===== config.mk =====
export PLATFORM = sky130hd
export DESIGN_NAME = usbh_cmd_stat_reg
export DESIGN_NICKNAME = d
export VERILOG_FILES = /design/src/rtl/usbh_cs_pkg.sv /design/src/rtl/usbh_cs_ctrl.sv /design/src/rtl/usbh_cs_datapath.sv /design/src/rtl/usbh_cmd_stat_reg.sv
export SDC_FILE = /design/constraint.sdc
export NUM_CORES = 1
export LEC_CHECK = 0
export ABC_AREA = 1
export BUFFER_PORTS_ARGS = -buffer_cell sky130_fd_sc_hd__buf_4
export CAP_MARGIN = 20
export CORE_MARGIN = 3
export CORE_UTILIZATION = 31
export CTS_CLUSTER_DIAMETER = 60
export DETAILED_ROUTE_END_ITERATION = 8
export GPL_TIMING_DRIVEN = 0
export PLACE_DENSITY = 0.87
export REMOVE_ABC_BUFFERS = 1
export SLEW_MARGIN = 25
export SYNTH_ARGS = -nofsm -noshare
export SYNTH_HDL_FRONTEND = slang
export SYNTH_SLANG_ARGS = --single-unit

===== constraint.sdc =====
create_clock -name clk -period 1.8 [get_ports clk]
set_input_delay 0.36 -clock clk [delete_from_list [all_inputs] [get_ports clk]]
set_output_delay 0.36 -clock clk [all_outputs]
set_load 0.005 [all_outputs]

===== src/rtl/usbh_cs_pkg.sv =====
package usbh_cs_pkg;

  typedef enum logic [1:0] {
    SEL_NONE  = 2'd0,
    SEL_CMD   = 2'd1,
    SEL_ISTAT = 2'd2
  } rdSel_e;

  typedef struct packed {
    logic   cmdWr;
    logic   istatWr;
    rdSel_e rdSel;
  } regStrobe_t;

  localparam int NUM_CMD     = 4;
  localparam int BIT_RESET   = 0;
  localparam int BIT_CTRL    = 1;
  localparam int BIT_BULK    = 2;
  localparam int BIT_HANDOFF = 3;
  localparam int CNT_LSB     = 16;
  localparam int IST_OVR     = 0;
  localparam int IST_HO      = 1;

endpackage


===== src/rtl/usbh_cs_ctrl.sv =====
module usbh_cs_ctrl
  import usbh_cs_pkg::*;
#(
  parameter int              ADDR_W       = 8,
  parameter logic [ADDR_W-1:0] CMD_OFFSET   = 8'h08,
  parameter logic [ADDR_W-1:0] ISTAT_OFFSET = 8'h0C
) (
  input  logic [ADDR_W-1:0] regAddr,
  input  logic              regWe,
  output regStrobe_t        strobe
);

  logic hitCmd;
  logic hitIstat;

  always_comb begin
    hitCmd   = (regAddr == CMD_OFFSET);
    hitIstat = (regAddr == ISTAT_OFFSET);
    strobe.cmdWr   = regWe & hitCmd;
    strobe.istatWr = regWe & hitIstat;
    if (hitCmd)        strobe.rdSel = SEL_CMD;
    else if (hitIstat) strobe.rdSel = SEL_ISTAT;
    else               strobe.rdSel = SEL_NONE;
  end

endmodule


===== src/rtl/usbh_cs_datapath.sv =====
module usbh_cs_datapath
  import usbh_cs_pkg::*;
#(
  parameter int DATA_W = 32,
  parameter int CNT_W  = 2
) (
  input  logic              clk,
  input  logic              rstN,
  input  regStrobe_t        strobe,
  input  logic [DATA_W-1:0] regWdata,
  output logic [DATA_W-1:0] regRdata,
  input  logic              evOverrun,
  input  logic              evHandoffDone,
  input  logic              evResetDone,
  input  logic              evCtrlEmpty,
  input  logic              evBulkEmpty,
  output logic [NUM_CMD-1:0] cmdBits,
  output logic              irqOverrun,
  output logic              irqHandoff
);

  localparam int CNT_MSB = CNT_LSB + CNT_W - 1;
  localparam logic [DATA_W-1:0] CMD_MASK =
    (DATA_W'((1 << NUM_CMD) - 1)) | (DATA_W'((1 << CNT_W) - 1) << CNT_LSB);

  logic [NUM_CMD-1:0] clrEvt;
  logic [NUM_CMD-1:0] setReq;
  logic [CNT_W-1:0]   overrunCnt;
  logic               ovFlag;
  logic               hoFlag;

  always_comb begin
    clrEvt = '0;
    clrEvt[BIT_RESET]   = evResetDone;
    clrEvt[BIT_CTRL]    = evCtrlEmpty;
    clrEvt[BIT_BULK]    = evBulkEmpty;
    clrEvt[BIT_HANDOFF] = evHandoffDone;
    setReq = regWdata[NUM_CMD-1:0] & {NUM_CMD{strobe.cmdWr}};
  end

  // Command bits: a software set outranks the hardware clear
  for (genvar i = 0; i < NUM_CMD; i++) begin : g_cmd
    always_ff @(posedge clk) begin
      if (!rstN)          cmdBits[i] <= 1'b0;
      else if (setReq[i]) cmdBits[i] <= 1'b1;
      else if (clrEvt[i]) cmdBits[i] <= 1'b0;
    end
  end

  always_ff @(posedge clk) begin
    if (!rstN)          overrunCnt <= '0;
    else if (evOverrun) overrunCnt <= overrunCnt + 1'b1;
  end

  always_ff @(posedge clk) begin
    if (!rstN)                                     ovFlag <= 1'b0;
    else if (evOverrun)                            ovFlag <= 1'b1;
    else if (strobe.istatWr && regWdata[IST_OVR]) ovFlag <= 1'b0;
  end

  always_ff @(posedge clk) begin
    if (!rstN)                                    hoFlag <= 1'b0;
    else if (setReq[BIT_HANDOFF])                hoFlag <= 1'b1;
    else if (strobe.istatWr && regWdata[IST_HO]) hoFlag <= 1'b0;
  end

  always_comb begin
    regRdata = '0;
    unique case (strobe.rdSel)
      SEL_CMD: begin
        regRdata[NUM_CMD-1:0]      = cmdBits;
        regRdata[CNT_MSB:CNT_LSB]  = overrunCnt;
      end
      SEL_ISTAT: begin
        regRdata[IST_OVR] = ovFlag;
        regRdata[IST_HO]  = hoFlag;
      end
      default: regRdata = '0;
    endcase
  end

  assign irqOverrun = ovFlag;
  assign irqHandoff = hoFlag;

  a_r6_count_step: assert property (@(posedge clk) disable iff (!rstN)
    evOverrun |=> overrunCnt == CNT_W'($past(overrunCnt) + 1'b1));

  a_r6_count_hold: assert property (@(posedge clk) disable iff (!rstN)
    !evOverrun |=> $stable(overrunCnt));

  a_r7_flag_set: assert property (@(posedge clk) disable iff (!rstN)
    evOverrun |=> ovFlag);

  a_r5_set_wins: assert property (@(posedge clk) disable iff (!rstN)
    (strobe.cmdWr && regWdata[BIT_RESET]) |=> cmdBits[BIT_RESET]);

  a_r8_request_held: assert property (@(posedge clk) disable iff (!rstN)
    (cmdBits[BIT_HANDOFF] && !evHandoffDone) |=> cmdBits[BIT_HANDOFF]);

  a_r8_flag_on_request: assert property (@(posedge clk) disable iff (!rstN)
    (strobe.cmdWr && regWdata[BIT_HANDOFF]) |=> hoFlag);

  a_r3_reserved_zero: assert property (@(posedge clk) disable iff (!rstN)
    (strobe.rdSel == SEL_CMD) |-> ((regRdata & ~CMD_MASK) == '0));

  a_r10_unmapped_zero: assert property (@(posedge clk) disable iff (!rstN)
    (strobe.rdSel == SEL_NONE) |-> (regRdata == '0));

endmodule


===== src/rtl/usbh_cmd_stat_reg.sv =====
module usbh_cmd_stat_reg
  import usbh_cs_pkg::*;
#(
  parameter int ADDR_W = 8,
  parameter int DATA_W = 32,
  parameter int CNT_W  = 2
) (
  input  logic              clk,
  input  logic              rstN,
  input  logic [ADDR_W-1:0] regAddr,
  input  logic              regWe,
  input  logic [DATA_W-1:0] regWdata,
  output logic [DATA_W-1:0] regRdata,
  input  logic              evOverrun,
  input  logic              evHandoffDone,
  input  logic              evResetDone,
  input  logic              evCtrlEmpty,
  input  logic              evBulkEmpty,
  output logic              cmdReset,
  output logic              cmdCtrlFilled,
  output logic              cmdBulkFilled,
  output logic              cmdHandoff,
  output logic              irqOverrun,
  output logic              irqHandoff
);

  regStrobe_t         strobe;
  logic [NUM_CMD-1:0] cmdBits;

  usbh_cs_ctrl #(
    .ADDR_W       (ADDR_W),
    .CMD_OFFSET   (ADDR_W'(8'h08)),
    .ISTAT_OFFSET (ADDR_W'(8'h0C))
  ) u_ctrl (
    .regAddr (regAddr),
    .regWe   (regWe),
    .strobe  (strobe)
  );

  usbh_cs_datapath #(
    .DATA_W (DATA_W),
    .CNT_W  (CNT_W)
  ) u_dp (
    .clk           (clk),
    .rstN          (rstN),
    .strobe        (strobe),
    .regWdata      (regWdata),
    .regRdata      (regRdata),
    .evOverrun     (evOverrun),
    .evHandoffDone (evHandoffDone),
    .evResetDone   (evResetDone),
    .evCtrlEmpty   (evCtrlEmpty),
    .evBulkEmpty   (evBulkEmpty),
    .cmdBits       (cmdBits),
    .irqOverrun    (irqOverrun),
    .irqHandoff    (irqHandoff)
  );

  assign cmdReset      = cmdBits[BIT_RESET];
  assign cmdCtrlFilled = cmdBits[BIT_CTRL];
  assign cmdBulkFilled = cmdBits[BIT_BULK];
  assign cmdHandoff    = cmdBits[BIT_HANDOFF];

endmodule


==> run metrics <==
outcome completed; area of the multi-input gates 299 sq um; Syn. warnings 0; RSZ-0062 raised after global routing false; P_leak 0.405 nW; area added between synthesis and finish 31.0%; worst path buffer plus inverter count 3; Pwr Density 504 mW/mm^2; Placed Cells 138; Max IR drop VDD 198 uV; final setup violation count 0; Worst EP arrival 1.22 ns; post-CTS setup buffers 0; post-synthesis sequential area ratio 0.268; Crit. End Element output port; CP startpoint kind primary input; Yosys cell types 15; vias in the first global route 488; global route overflow 0; root buffer cell clkbuf_4; Die Y 49.9 um; total negative slack 0 ns; 1st-pass router iterations 4; first-pass GRT wire length 1830 um; max cap viols 0; # rows 15; final hold slack 0.357 ns; die area 0.00249 sq mm; Synth area leaders buf_4, dfxtp_1, a21oi_1, inv_1, nand2_1; Design Power 394 uW; Worst Path Required 1.44 ns; CTS H-tree lvls 1; part of the cycle the worst path needs 0.876; Yosys top cell area share 0.326; Cells after Synth 83; Inserted Clock Buffers 3; Sink Count 8; critical path's slowest cell nor2_4; count leader, synth buf_4; post-DP HPWL 1090 um; CTS Buffer Depth 2; FF+latch area 160 sq um; Highest Clock Rate 634 MHz; core area 0.00178 sq mm; post-route clock skew 0.000443 ns; Antenna Cells 0; RePlAce Congestion 0.669; layout cell share with drive strength beyond 1 0.353; GRT Resource Usage Total 0.0967; Crit path max-delay family simple AND/OR/NAND/NOR gates; I/O Buffers 31; Ports 86; DIE WIDTH 49.9 um; register bit count reported by yosys 8; DR vias/cell 3.99; Final Non-Filler Cells 141; WL/cell 8.83 um; worst skew pair latency 0.25 ns; Post-DRT Antenna Nets 0; hold_buf cts 0; final WL 1250 um; DR vias 562; Tmin final 1.58 ns; crit-path cells buf_4 -> nor2_1 -> nand2_1 -> nor2_4 -> inv_1 -> nor2_1 -> buf_4; max-slew violations 0; Commonest cells post-synth buf_4, inv_1, nand2_1; async set-reset flop share out of synthesis 0; Syn Area/Cell 7.21 sq um; pin count of the biggest net entering global routing 8; drt first-iter violations 3; Worst-path clk slew 0.06 ns; final net count 166; initial antenna violation count 0; Fin. Hold Viols 0; crit-path max FO 7; Max stage delay on crit path 0.21 ns; DRC violations left 0; fillers 190; Initial Utilization 0.335; dominant cell type by area after synthesis buf_4; mapped cell area 598 sq um; Hold Crit Class primary input to flip-flop; number of synthesized flops with an enable pin 0; Post-CTS Resized 0; Critical Setup Path Class primary input to output port; CTS tree done; Main synth FF type dfxtp_1
flip-flops by register name (all words and copies together) (netlist names):
register and count:
u_dp.cmdBits 4, u_dp.irqHandoff 1, u_dp.irqOverrun 1, u_dp.overrunCnt 2
worst paths after layout:
kind                                          from            endpoint  slack [ns]  cells past startpoint
worst max-delay path                    regAddr[5]        regRdata[16]        0.22                      7
worst min-delay path                          rstN  u_dp.overrunCnt[0]        0.36                      3
worst max register to register     u_dp.cmdBits[2]     u_dp.cmdBits[2]        0.94                      3
worst min register to register  u_dp.overrunCnt[1]  u_dp.overrunCnt[1]        0.48                      2
where the power goes:
part           leakage [nW]  internal [mW]  switching, mW  total (mW)
Clock                0.0138         0.0765         0.0638       0.140
Combinational         0.326         0.0344         0.0350      0.0694
Sequential           0.0652          0.182        0.00256       0.185
placed cells by master, fill, tap and decap left out, types with 2 or more instances in the layout:
cell and n:
nand3_1 5, conb_1 26, a21oi_1 8, clkbuf_4 3, nand2_1 9, a22o_1 2
or2_2 2, nor2_2 2, inv_1 10, nor2_1 6, dfxtp_1 8, buf_4 31
metrics by stage:
step | setup slack, ns | utilization | instance area [sq um]
3_3_place_gp | 0.233 | 0.427 | 761
5_1_grt | 0.123 | 0.439 | 783
4_1_cts | 0.202 | 0.439 | 783
6_report | 0.223 | 0.439 | 783
2_1_floorplan | 0.519 | - | 497
3_5_place_dp | 0.203 | 0.427 | 761
per-layer routing:
metal	wire length, um	track usage
met4	17	0.0507
met3	140	0.0332
met5	0	0
met1	406	0.0820
met2	681	0.192
cell type report:
type	count	area share
Sequential cell	8	0.204
Multi-Input combinational cell	64	0.382
Timing Repair Buffer	31	0.297
Clock buffer	3	0.0288
Tap cell	25	0.0399
Inverter	10	0.0479
tightest hold or removal path: stages:
cell	delay [ns]
buf_4	0.12
nand2_1	0.06
a21oi_1	0.03
logic make-up after synthesis:
group / synth area share
DFF: 0.268
and+or+nand+nor: 0.232
other: 0.00627
buffers and inverters: 0.389
AOI/OAI and AO/OA: 0.105
Power figures use the tool's default switching activity.
